File: config.mk
export PLATFORM = sky130hd
export DESIGN_NAME = rx_hdr_sync
export DESIGN_NICKNAME = d
export VERILOG_FILES = /design/src/rtl/rx_hdr_pkg.sv /design/src/rtl/rx_hdr_pattern.sv /design/src/rtl/rx_hdr_fsm.sv /design/src/rtl/rx_hdr_outreg.sv /design/src/rtl/rx_hdr_sync.sv
export SDC_FILE = /design/constraint.sdc
export NUM_CORES = 1
export LEC_CHECK = 0
export ABC_CLOCK_PERIOD_IN_PS = 2300
export BUFFER_PORTS_ARGS = -buffer_cell sky130_fd_sc_hd__buf_4
export CORE_MARGIN = 4
export CORE_UTILIZATION = 50
export DETAILED_ROUTE_END_ITERATION = 6
export PLACE_DENSITY = 0.78
export SYNTH_ARGS = -nofsm -noshare
export SYNTH_HDL_FRONTEND = slang
export SYNTH_HIERARCHICAL = 1
export SYNTH_SLANG_ARGS = --single-unit
export TNS_END_PERCENT = 10
File: constraint.sdc
create_clock -name clk -period 2.3 [get_ports clk]
set_clock_uncertainty 0.05 [all_clocks]
set_input_delay 0.23 -clock clk [delete_from_list [all_inputs] [get_ports clk]]
set_output_delay 0.23 -clock clk [all_outputs]
set_load 0.005 [all_outputs]
File: src/rtl/rx_hdr_pkg.sv
package rx_hdr_pkg;

  typedef enum logic [1:0] {
    ST_IDLE  = 2'd0,
    ST_HDR   = 2'd1,
    ST_FRAME = 2'd2,
    ST_DROP  = 2'd3
  } hdr_st_e;

  // Collision only matters when the link is half duplex.
  function automatic logic col_gate(input logic col, input logic fdx);
    return col & ~fdx;
  endfunction

  // A header position is matched when the byte equals the pattern byte.
  function automatic logic hdr_match(input logic [7:0] got, input logic [7:0] want);
    return got == want;
  endfunction

endpackage

File: src/rtl/rx_hdr_pattern.sv
module rx_hdr_pattern #(
  parameter int unsigned PRE_LEN    = 7,
  parameter int unsigned PROG_BYTES = 2,
  parameter logic [7:0]  PRE_BYTE   = 8'h55,
  parameter logic [7:0]  SFD_BYTE   = 8'hD5
) (
  input  logic [PROG_BYTES*8-1:0]        pre_cfg,
  input  logic [$clog2(PRE_LEN+1)-1:0]   idx,
  input  logic [7:0]                     rxd,
  output logic                           byte_ok
);
  import rx_hdr_pkg::*;

  localparam int unsigned HDR_LEN = PRE_LEN + 1;

  logic [7:0] pat [HDR_LEN];

  // Header pattern: programmable bytes first, fixed preamble, then delimiter.
  for (genvar g = 0; g < PRE_LEN; g++) begin : g_pre
    if (g < PROG_BYTES) begin : g_prog
      assign pat[g] = pre_cfg[g*8 +: 8];
    end else begin : g_fixed
      assign pat[g] = PRE_BYTE;
    end
  end
  assign pat[PRE_LEN] = SFD_BYTE;

  assign byte_ok = hdr_match(rxd, pat[idx]);

endmodule

File: src/rtl/rx_hdr_fsm.sv
module rx_hdr_fsm
  import rx_hdr_pkg::*;
#(
  parameter int unsigned HDR_LEN = 8
) (
  input  logic                        clk,
  input  logic                        rst_n,
  input  logic                        rx_dv,
  input  logic                        rx_en,
  input  logic                        rx_col,
  input  logic                        full_duplex,
  input  logic                        byte_ok,
  output hdr_st_e                     st,
  output logic [$clog2(HDR_LEN)-1:0]  idx,
  output logic                        data_take,
  output logic                        frame_end,
  output logic                        col_abort
);

  localparam int unsigned IDX_W = $clog2(HDR_LEN);
  localparam logic [IDX_W-1:0] LAST_IDX = IDX_W'(HDR_LEN - 1);

  logic            col_block;
  hdr_st_e         st_n;
  logic [IDX_W-1:0] idx_n;

  assign col_block = col_gate(rx_col, full_duplex);

  always_comb begin
    st_n  = st;
    idx_n = idx;
    case (st)
      ST_IDLE: begin
        if (rx_dv) begin
          if (!rx_en || col_block || !byte_ok) begin
            st_n = ST_DROP;
          end else begin
            st_n  = ST_HDR;
            idx_n = IDX_W'(1);
          end
        end
      end
      ST_HDR: begin
        if (!rx_dv) begin
          st_n  = ST_IDLE;
          idx_n = '0;
        end else if (col_block || !byte_ok) begin
          st_n  = ST_DROP;
          idx_n = '0;
        end else if (idx == LAST_IDX) begin
          st_n  = ST_FRAME;
          idx_n = '0;
        end else begin
          idx_n = idx + 1'b1;
        end
      end
      ST_FRAME: begin
        if (!rx_dv) begin
          st_n = ST_IDLE;
        end else if (col_block) begin
          st_n = ST_DROP;
        end
      end
      ST_DROP: begin
        if (!rx_dv) begin
          st_n = ST_IDLE;
        end
      end
      default: begin
        st_n  = ST_IDLE;
        idx_n = '0;
      end
    endcase
  end

  always_ff @(posedge clk or negedge rst_n) begin
    if (!rst_n) begin
      st  <= ST_IDLE;
      idx <= '0;
    end else begin
      st  <= st_n;
      idx <= idx_n;
    end
  end

  assign data_take = (st == ST_FRAME) && rx_dv && !col_block;
  assign frame_end = (st == ST_FRAME) && !rx_dv;
  assign col_abort = (st == ST_FRAME) && rx_dv && col_block;

endmodule

File: src/rtl/rx_hdr_outreg.sv
module rx_hdr_outreg (
  input  logic       clk,
  input  logic       rst_n,
  input  logic [7:0] rxd,
  input  logic       data_take,
  input  logic       frame_end,
  input  logic       col_abort,
  output logic [7:0] fr_data,
  output logic       fr_valid,
  output logic       fr_sof,
  output logic       fr_eof,
  output logic       fr_err
);

  logic       held_vld;
  logic       held_first;
  logic [7:0] held_byte;

  // One byte is held back so that the last byte can be tagged once data-valid falls.
  always_ff @(posedge clk or negedge rst_n) begin
    if (!rst_n) begin
      held_vld   <= 1'b0;
      held_first <= 1'b0;
      held_byte  <= '0;
      fr_data    <= '0;
      fr_valid   <= 1'b0;
      fr_sof     <= 1'b0;
      fr_eof     <= 1'b0;
      fr_err     <= 1'b0;
    end else begin
      fr_valid <= 1'b0;
      fr_sof   <= 1'b0;
      fr_eof   <= 1'b0;
      fr_err   <= 1'b0;
      if (data_take) begin
        if (held_vld) begin
          fr_valid <= 1'b1;
          fr_sof   <= held_first;
          fr_data  <= held_byte;
        end
        held_byte  <= rxd;
        held_first <= !held_vld;
        held_vld   <= 1'b1;
      end else if (frame_end || col_abort) begin
        if (held_vld) begin
          fr_valid <= 1'b1;
          fr_sof   <= held_first;
          fr_eof   <= 1'b1;
          fr_err   <= col_abort;
          fr_data  <= held_byte;
        end
        held_vld   <= 1'b0;
        held_first <= 1'b0;
      end
    end
  end

endmodule

File: src/rtl/rx_hdr_sync.sv
module rx_hdr_sync
  import rx_hdr_pkg::*;
#(
  parameter int unsigned PRE_LEN    = 7,
  parameter int unsigned PROG_BYTES = 2,
  parameter logic [7:0]  PRE_BYTE   = 8'h55,
  parameter logic [7:0]  SFD_BYTE   = 8'hD5
) (
  input  logic                    clk,
  input  logic                    rst_n,
  input  logic                    rx_en,
  input  logic                    full_duplex,
  input  logic                    rx_dv,
  input  logic                    rx_col,
  input  logic [7:0]              rxd,
  input  logic [PROG_BYTES*8-1:0] pre_cfg,
  output logic [7:0]              fr_data,
  output logic                    fr_valid,
  output logic                    fr_sof,
  output logic                    fr_eof,
  output logic                    fr_err
);

  localparam int unsigned HDR_LEN = PRE_LEN + 1;
  localparam int unsigned IDX_W   = $clog2(HDR_LEN);

  hdr_st_e          st;
  logic [IDX_W-1:0] idx;
  logic             byte_ok;
  logic             data_take;
  logic             frame_end;
  logic             col_abort;

  rx_hdr_pattern #(
    .PRE_LEN    (PRE_LEN),
    .PROG_BYTES (PROG_BYTES),
    .PRE_BYTE   (PRE_BYTE),
    .SFD_BYTE   (SFD_BYTE)
  ) u_pattern (
    .pre_cfg (pre_cfg),
    .idx     (idx),
    .rxd     (rxd),
    .byte_ok (byte_ok)
  );

  rx_hdr_fsm #(
    .HDR_LEN (HDR_LEN)
  ) u_fsm (
    .clk         (clk),
    .rst_n       (rst_n),
    .rx_dv       (rx_dv),
    .rx_en       (rx_en),
    .rx_col      (rx_col),
    .full_duplex (full_duplex),
    .byte_ok     (byte_ok),
    .st          (st),
    .idx         (idx),
    .data_take   (data_take),
    .frame_end   (frame_end),
    .col_abort   (col_abort)
  );

  rx_hdr_outreg u_out (
    .clk       (clk),
    .rst_n     (rst_n),
    .rxd       (rxd),
    .data_take (data_take),
    .frame_end (frame_end),
    .col_abort (col_abort),
    .fr_data   (fr_data),
    .fr_valid  (fr_valid),
    .fr_sof    (fr_sof),
    .fr_eof    (fr_eof),
    .fr_err    (fr_err)
  );

endmodule

==> flow_summary.ini, run 1 <==
[status]
status = finished clean

[timing]
min_period_ns = 2.19
setup_ws_ns = 0.107
hold_violations = 0
fmax_mhz = 456
fin_setup_tns_ns = 0
hold_ws_ns = 0.0851
setup_viol = 0
rsz0062_at_grt = false
fin_crit_sh_pct = 95.3
slew_violations = 0
worst_slew_pin_slew_ns = 0.532
timing.slew.headroom_pct = 64.3

[global_route]
grt_use_total_pct = 17.7
grt.overflow.total = 0
grt_pass1_vias = 1103
grt_antenna_before_repair = 0
grt_max_degree = 28
grt_pass1_wl_mm = 4.80

[place]
place.gp.congestion = 0.892
pre_cts_slack_ns = -0.0286
hpwl_mm = 2.46
port_buffers = 41

[setup_path]
required_ns = 2.53
cp_max_fo = 7
crit_path_start_kind = register
critPathKind = register to register
cp-end-kind = register
crit_arrival_ns = 2.42

[synth]
synth_simple_gate_area_share_pct = 14.3
synthFlopType = dfrtp_1
synthTopCellsByArea = dfrtp_1 48%, mux2_2 14%, mux2i_1 5.0%
synth_top_family_by_area = multiplexers
muxShareOfSynthArea_pct = 19.6
synthDominantCellAreaShare_pct = 48.0
synth_xor_xnor_area_share_pct = 3.74
synth-compound-area-share_pct = 9.79
yosys_warnings = 6
postSynthNetCount = 151
syn_inst = 119
synth_enable_flop_cells = 0
ys_ff_latch = 27
synth_area_um2 = 1410
yosysUniqueCellTypes = 40
yosysSeqAreaShare_pct = 48.0
synthArstFlopShare_pct = 100
synth_adder_area_share_pct = 1.78
syn_avg_cell_area_um2 = 11.8
synth_top_area_cell = dfrtp_1

[route]
num_vias = 1106
dr.first_iter.drc_count = 28
post_drt_wl_per_cell_um = 15.6
drc = 0
antenna_left = 0
viasPerCell = 5.56
dr.pass1.iters = 4
drt_wl_total_mm = 3.11

[die]
row_count = 18
coreArea_um2 = 2570
dieArea_um2 = 3730
die_width_um = 61.0
start_util_pct = 54.8
pin_count = 42
die_y_um = 61.0

[cells_and_area]
layout_commonest_cell = buf_4
fin_nets = 202
seqCellArea_um2 = 677
drive_above_1_share_pct = 47.3
n_antenna_cell = 0
multiInputGateArea_um2 = 713
final_cell_mix = 48 x buf_4, 26 x dfrtp_1, 17 x mux2_2
nFillCells = 198
areaGrowthSynthToFinish_pct = 31.4

[clocking]
htree_num_levels = 1
clkSinkCount = 27
clkTransAtPathRegs_ns = 0.15
cts_made_buffers = 3
root_buffer = clkbuf_4
tritoncts = done
cts_setup_buffers = 0
clk_path_buf_depth = 2
clk_latency_ns = 0.33

[pwr]
p_leak_nw = 0.862
p_clk_share_pct = 17.9
power.density_nw_per_um2 = 668
netSwitchingFraction_pct = 27.5
pwr-share-seq_pct = 52.6
ir_worst_vdd_mv = 0.645
power.switching_w = 0.000340
pwr-share-comb_pct = 29.6
intPower_w = 0.000895

[flow_run]
cap_violations = 0

[min_path]
holdCritPathClass = input pin to register
[per-layer routing]
metal / GRT usage, % / up-vias / share of wire (%)
li1: - / 532 / -
met1: 20.6 / 529 / 41
met2: 31.4 / 41 / 51
met3: 5.45 / 4 / 7.5
met4: 4.95 / 0 / 0.93
met5: 0 / - / 0
[sequential cells by signal, summed over array words and instances (netlist names)]
name,cells
u_out/fr_eof,1
u_out/fr_sof,1
u_out/fr_valid,1
u_out/fr_data,8
u_out/fr_err,1
u_fsm/st,2
u_out/held_first,1
u_fsm/idx,3
u_out/held_byte,8
u_out/held_vld,1
[Yosys cell counts, drive strengths merged (2+ instances only)]
cell / number
nor3b: 2
mux2i: 8
nand4: 3
o31a: 2
nand2b: 3
inv: 5
ha: 2
nor2: 8
nand2: 7
dfrtp: 27
nor2b: 3
mux2: 17
xnor2: 5
o21ai: 4
nor3: 2
buf: 2
[power by group through the flow]
stage	combinational [W]	sequential [W]	clock (W)
2_1_floorplan	0.000158	0.000654	0
3_3_place_gp	0.000355	0.000653	0
3_5_place_dp	0.000364	0.000660	0
4_1_cts	0.000366	0.000650	0.000232
5_1_grt	0.000399	0.000661	0.000248
6_report	0.000365	0.000649	0.000221
[cell families (layout without fill, tap and decap cells)]
logic type	Yosys count	after routing
compound gates	16	16
simple gates	35	35
fa+ha+maj	2	2
mux	25	25
buf+inv	8	58
flops	27	27
xor+xnor	6	6
[critical path, cell delays in order, from the launching register on]
cell	delay [ns]
dfrtp_2	0.50
mux2i_1	0.36
xor2_1	0.14
a32o_1	0.28
a32oi_1	0.26
nor4_4	0.06
and2_4	0.18
and4_4	0.19
o21ai_2	0.12
[layout make-up]
cell class / count / area share (%)
Inverter: 5 / 1.02
Multi-Input combinational cell: 84 / 38.6
Sequential cell: 27 / 36.6
Timing Repair Buffer: 49 / 20.0
Clock buffer: 3 / 1.22
Tap cell: 30 / 2.03
Clock inverter: 1 / 0.474
[per-stage QoR]
| stage | utilization, % | area (um^2) | std cells | total power (W) |
|---|---|---|---|---|
| 2_1_floorplan | - | 1410 | 119 | 0.000812 |
| 3_3_place_gp | 69.5 | 1780 | 194 | 0.00101 |
| 3_5_place_dp | 69.5 | 1780 | 194 | 0.00102 |
| 4_1_cts | 71.2 | 1830 | 199 | 0.00125 |
| 5_1_grt | 72.0 | 1850 | 199 | 0.00131 |
| 6_report | 72.0 | 1850 | 199 | 0.00123 |
[timing repair]
item / CTS / global route
hold buffers: 1 / 0
resized for setup: 1 / 3
hold endpoints to repair: 27 / 0
setup endpoints to repair: 3 / 5
[worst paths after layout]
path	start	endpoint	slack, ns	cells past startpoint
hold reg to reg	u_out/held_first$_DFFE_PN0P_	u_out/fr_sof$_DFF_PN0_	0.46	2
min in group asynchronous	rst_n	u_out/fr_eof$_DFF_PN0_	0.27	2
max in group asynchronous	rst_n	u_fsm/idx[0]$_DFFE_PN0P_	1.66	2
setup reg to reg	u_fsm/idx[0]$_DFFE_PN0P_	u_fsm/idx[1]$_DFFE_PN0P_	0.11	8
hold / removal	rx_dv	u_fsm/st[0]$_DFFE_PN0P_	0.09	2
setup / recovery	u_fsm/idx[0]$_DFFE_PN0P_	u_fsm/idx[1]$_DFFE_PN0P_	0.11	8
Power figures use the tool's default switching activity.
==> run 2, diff against run 1 <==
--- a/config.mk
+++ b/config.mk
@@ -5,12 +5,14 @@
 export SDC_FILE = /design/constraint.sdc
 export NUM_CORES = 1
 export LEC_CHECK = 0
+export ABC_AREA = 1
 export ABC_CLOCK_PERIOD_IN_PS = 2300
 export BUFFER_PORTS_ARGS = -buffer_cell sky130_fd_sc_hd__buf_4
 export CORE_MARGIN = 4
-export CORE_UTILIZATION = 50
+export CORE_UTILIZATION = 52
 export DETAILED_ROUTE_END_ITERATION = 6
-export PLACE_DENSITY = 0.78
+export GPL_TIMING_DRIVEN = 0
+export PLACE_DENSITY = 0.79
 export SYNTH_ARGS = -nofsm -noshare
 export SYNTH_HDL_FRONTEND = slang
 export SYNTH_HIERARCHICAL = 1
==> flow_summary.ini, run 2 <==
[synth]
yosysSeqAreaShare_pct = 42.2
ys_ff_latch = 27
syn_inst = 229
yosys.cell_count.top_type = nand2_1
yosysUniqueCellTypes = 22
yosys_warnings = 6
synth_enable_flop_cells = 0
syn_avg_cell_area_um2 = 6.99
synth_top_area_cell = dfrtp_1
synthDominantCellAreaShare_pct = 42.2
synth_area_um2 = 1600
synthArstFlopShare_pct = 100
synthFlopType = dfrtp_1
synth_common_cells = 99 x nand2_1, 27 x dfrtp_1, 27 x inv_1
synthTopCellsByArea = dfrtp_1 42%, nand2_1 23%, nand3_1 7.5%
postSynthNetCount = 261

[setup_path]
slowest_stage = dfrtp_1
cp_max_fo = 10
reg2reg_depth = 13
critPathMaxStageDelay_ns = 0.48
cpMostUsedCell = nand2_1
crit_path_start_kind = register
path_cells = nor2_4 > buf_6 > nand3_1 > nand2_1 > nand2_1 > nor2_1 > nand2_1 > nor2_2 > nand2_1 > nor2_1 > nand2_2 > nand3_1 > nand2_1
cp-end-kind = register
crit_arrival_ns = 2.25
r2r_slack_ns = 0.25
required_ns = 2.50
critPathKind = register to register

[timing]
worst_slew_pin_slew_ns = 0.330
setup_viol = 0
fin_crit_sh_pct = 89.1
slew_violations = 0
fmax_mhz = 488
min_period_ns = 2.05
setup_ws_ns = 0.251
fin_setup_tns_ns = 0
rsz0062_at_grt = false
hold_violations = 0
timing.slew.headroom_pct = 78.0

[global_route]
grt_antenna_before_repair = 0
grt_pass1_vias = 1361
busiest_layer = met2
met1_usage_pct = 24.1
grt.overflow.total = 0
grt_pass1_wl_mm = 5.58
use_met2_pct = 25.9
grt_max_degree = 28
use_met3_pct = 1.60
grt_use_total_pct = 16.9

[pwr]
power.density_nw_per_um2 = 941
p_total_w = 0.00187
p_leak_nw = 1.19
ir_worst_vdd_mv = 0.387

[route]
num_vias = 1505
viasPerCell = 4.92
dr.first_iter.drc_count = 68
drt_wl_total_mm = 3.20
dr.pass1.iters = 4
drc = 0
antenna_left = 0
post_drt_wl_per_cell_um = 10.5

[clocking]
clk_path_buf_depth = 2
clk_latency_ns = 0.33
tritoncts = done
root_buffer = clkbuf_4
clkTransAtPathRegs_ns = 0.15
cts_made_buffers = 3
cts_setup_buffers = 0
clkSinkCount = 27
cts-resized-gates = 0
htree_num_levels = 1

[cells_and_area]
drive_above_1_share_pct = 24.4
nFillCells = 249
fin_cells = 306
reg_top3 = u_out/fr_data x8, u_out/held_byte x8, u_fsm/idx x3
areaGrowthSynthToFinish_pct = 24.1
layout_commonest_cell = nand2_1
fin_nets = 308
fin_area_um2 = 1990
final_cell_mix = 99 x nand2_1, 41 x buf_4, 27 x inv_1, 27 x dfrtp_1, 24 x nand3_1
n_antenna_cell = 0

[place]
pre_cts_slack_ns = 0.277
port_buffers = 41
place.gp.congestion = 0.785
dp.cells = 301
hpwl_mm = 2.52
dpl_cell_area_um2 = 1950

[die]
dieArea_um2 = 4030
pin_count = 42
die_y_um = 63.5
start_util_pct = 56.1
die_width_um = 63.5
row_count = 19
coreArea_um2 = 2850

[status]
status = finished clean

[min_path]
holdCritPathClass = input pin to register
hold_depth = 3

[flow_run]
cap_violations = 0
==> run 2: cell count changes after synthesis, sizes merged, moves of 4 or more <==
cell / delta
buf: +4
inv: +22
nand2: +98
mux2i: -8
nand4: +4
nor2: +10
nand3: +23
xnor2: -5
mux2: -17
==> run 2: layout make-up <==
cell class,instances,area (um^2),share of cell area [%]
multi-input cells,169,776,39.0
flip-flops and latches,27,676,34.0
repair buffers,42,318,16.0
inverters,27,101,5.10
plain buffers,6,48.8,2.45
well taps,31,38.8,1.95
clock buffers,3,22.5,1.13
clock inverters,1,7.51,0.378
==> run 2: kinds of logic after synthesis <==
group,synth area share [%]
flip-flops,42.2
buffers and inverters,9.37
adder cells (fa/ha/maj),1.56
AO/OA/AOI/OAI,3.83
AND/OR/NAND/NOR,43.0
==> run 2: critical path, delay by kind of cell, from the launching register on <==
family / cells / cell delay [ns]
buf+inv: 1 / 0.17
flops: 1 / 0.48
simple gates: 12 / 1.26
==> run 2: final timing paths <==
path / startpoint / end
min: rxd[7] / u_out/held_byte[7]$_DFFE_PN0P_
min in group asynchronous: rst_n / u_fsm/st[0]$_DFFE_PN0P_
max: u_fsm/idx[2]$_DFFE_PN0P_ / u_fsm/st[1]$_DFFE_PN0P_
max in group asynchronous: rst_n / u_out/fr_data[5]$_DFFE_PN0P_
min reg2reg: u_out/held_byte[5]$_DFFE_PN0P_ / u_out/held_byte[5]$_DFFE_PN0P_
max reg2reg: u_fsm/idx[2]$_DFFE_PN0P_ / u_fsm/st[1]$_DFFE_PN0P_
==> run 2: metrics by stage <==
| stage | util, % | hold WS, ns |
|---|---|---|
| after global placement | 68.3 | 0.105 |
| after floorplan | - | -0.116 |
| final | 69.7 | 0.0539 |
| after detailed placement | 68.3 | 0.104 |
| after global routing | 69.7 | 0.0523 |
| after CTS | 69.7 | 0.0458 |
==> run 2: timing repair <==
action                                  CTS  global route
hold buffers                              1             0
hold endpoints to repair                 27             0
endpoints found under the setup margin    0             0
==> run 2: metal layers <==
| metal | vias to the layer above | part of all wire (%) |
|---|---|---|
| li1 | 806 | - |
| met5 | - | 0 |
| met3 | 4 | 5.5 |
| met4 | 0 | 1.6 |
| met1 | 650 | 49 |
| met2 | 45 | 44 |
==> run 2: power by group <==
part	switching (W)	internal, W	leakage (nW)
combinational	0.000514	0.000389	0.828
clock	0.000141	0.0000666	0.0139
sequential	0.000118	0.000642	0.349
==> run 3, diff against run 2 <==
--- a/config.mk
+++ b/config.mk
@@ -8,6 +8,7 @@
 export ABC_AREA = 1
 export ABC_CLOCK_PERIOD_IN_PS = 2300
 export BUFFER_PORTS_ARGS = -buffer_cell sky130_fd_sc_hd__buf_4
+export CORE_ASPECT_RATIO = 0.8
 export CORE_MARGIN = 4
 export CORE_UTILIZATION = 52
 export DETAILED_ROUTE_END_ITERATION = 6
==> flow_summary.ini, run 3 (synthesis gave the netlist of run 2 again) <==
[status]
status = finished clean

[cells_and_area]
areaGrowthSynthToFinish_pct = 25.9
nFillCells = 277
final_cell_mix = 99 x nand2_1, 41 x buf_4, 27 x inv_1, 27 x dfrtp_1, 24 x nand3_1
reg_top3 = u_out/fr_data x8, u_out/held_byte x8, u_fsm/idx x3
fin_nets = 308
layout_commonest_cell = nand2_1
fin_area_um2 = 2020
n_antenna_cell = 0
seqCellArea_um2 = 676
drive_above_1_share_pct = 24.4
multiInputGateArea_um2 = 776

[global_route]
grt_max_degree = 28
grt_pass1_vias = 1380
grt_pass1_wl_mm = 6.06
grt_antenna_before_repair = 0
grt_use_total_pct = 18.3
grt.overflow.total = 0

[min_path]
hold_depth = 3
worstHoldEndpoint = u_out/held_byte[7]$_DFFE_PN0P_
holdCritPathClass = input pin to register
hp-start = rxd[7]

[clocking]
clkSinkCount = 27
clk_latency_ns = 0.27
clkTransAtPathRegs_ns = 0.09
tritoncts = done
clk_path_buf_depth = 2
root_buffer = clkbuf_8
cts_made_buffers = 3
cts_setup_buffers = 0
htree_num_levels = 1

[route]
post_drt_wl_per_cell_um = 10.9
viasPerCell = 4.88
dr.first_iter.drc_count = 73
drt_wl_total_mm = 3.42
num_vias = 1527
antenna_left = 0
dr.pass1.iters = 4
drc = 0

[timing]
fmax_mhz = 487
hold_violations = 0
rsz0062_at_grt = false
timing.slew.headroom_pct = 78.3
setup_viol = 0
worst_slew_pin_slew_ns = 0.326
fin_setup_tns_ns = 0
setup_ws_ns = 0.248
min_period_ns = 2.05
fin_crit_sh_pct = 89.2
slew_violations = 0

[pwr]
p_total_w = 0.00196
ir_worst_vdd_mv = 0.436
p_leak_nw = 1.20
power.density_nw_per_um2 = 970

[die]
row_count = 17
dieArea_um2 = 4040
die_y_um = 57.6
pin_count = 42
die_width_um = 70.0
start_util_pct = 56.2
coreArea_um2 = 2850

[setup_path]
cp-end-kind = register
reg2reg_depth = 13
rr_endpoint = u_fsm/st[1]$_DFFE_PN0P_
critPathKind = register to register
r2r_slack_ns = 0.25
required_ns = 2.42
crit_path_start_kind = register
crit_arrival_ns = 2.17
reg2reg_from = u_fsm/idx[1]$_DFFE_PN0P_
cp_max_fo = 10

[place]
place.gp.congestion = 0.819
port_buffers = 41
hpwl_mm = 2.59
pre_cts_slack_ns = 0.263
dpl_cell_area_um2 = 1960

[flow_run]
cap_violations = 0
==> run 3: cell count changes in the layout (fill, tap and decap cells not counted) <==
cell      change
clkbuf_4      -3
clkbuf_8      +3
==> run 3: per-layer routing <==
metal | up-vias | track usage [%] | part of all wire, %
met3 | 0 | 1.91 | 6.1
met1 | 677 | 26.9 | 51
met2 | 43 | 28.3 | 43
li1 | 807 | - | -
met4 | 0 | 6.56 | 0
met5 | - | 0 | 0
==> run 3: layout make-up <==
class / count / share of cell area, %
multi-input cells: 169 / 38.5
flip-flops and latches: 27 / 33.5
repair buffers: 42 / 15.8
inverters: 27 / 5.03
plain buffers: 6 / 2.42
well taps: 38 / 2.36
clock buffers: 3 / 2.05
clock inverters: 1 / 0.372
==> run 3: worst max-delay path by stage <==
stage	from	to	slack (ns)	depth (start not counted)
final	u_fsm/idx[1]$_DFFE_PN0P_	u_fsm/st[1]$_DFFE_PN0P_	0.25	13
after global routing	u_fsm/idx[1]$_DFFE_PN0P_	u_fsm/st[1]$_DFFE_PN0P_	0.002	14
after CTS	u_fsm/idx[2]$_DFFE_PN0P_	u_fsm/st[1]$_DFFE_PN0P_	0.25	13
after detailed placement	u_fsm/idx[2]$_DFFE_PN0P_	u_fsm/st[1]$_DFFE_PN0P_	0.26	13
after global placement	u_fsm/idx[2]$_DFFE_PN0P_	u_fsm/st[1]$_DFFE_PN0P_	0.27	13
after floorplan	u_fsm/idx[2]$_DFFE_PN0P_	u_fsm/st[1]$_DFFE_PN0P_	0.56	13
==> run 3: repair_timing <==
| action | CTS | global route |
|---|---|---|
| resized for setup | 0 | 0 |
| endpoints found under the setup margin | 0 | 1 |
| hold buffers | 1 | 0 |
| hold endpoints to repair | 27 | 0 |
==> run 3: power by group <==
group          switching (W)  internal, W  total (W)
clock               0.000144     0.000123   0.000267
sequential          0.000122     0.000643   0.000766
combinational       0.000535     0.000389   0.000924
total               0.000801      0.00116    0.00196
==> run 3: through the flow <==
stage	std cells	hold WS, ns	util, %
after global routing	313	0.115	70.7
after global placement	308	0.104	68.7
final	313	0.128	70.7
after detailed placement	308	0.106	68.7
after floorplan	229	-0.116	-
after CTS	313	0.121	70.7
==> run 3: worst max-delay path, cell delays in order, from the launching register on <==
cell	delay, ns
dfrtp_1	0.46
nor2_4	0.23
buf_6	0.17
nand3_1	0.07
nand2_1	0.06
nand2_1	0.04
nor2_1	0.12
nand2_1	0.08
nor2_2	0.13
nand2_1	0.14
nor2_1	0.19
nand2_2	0.07
nand3_1	0.08
nand2_1	0.05
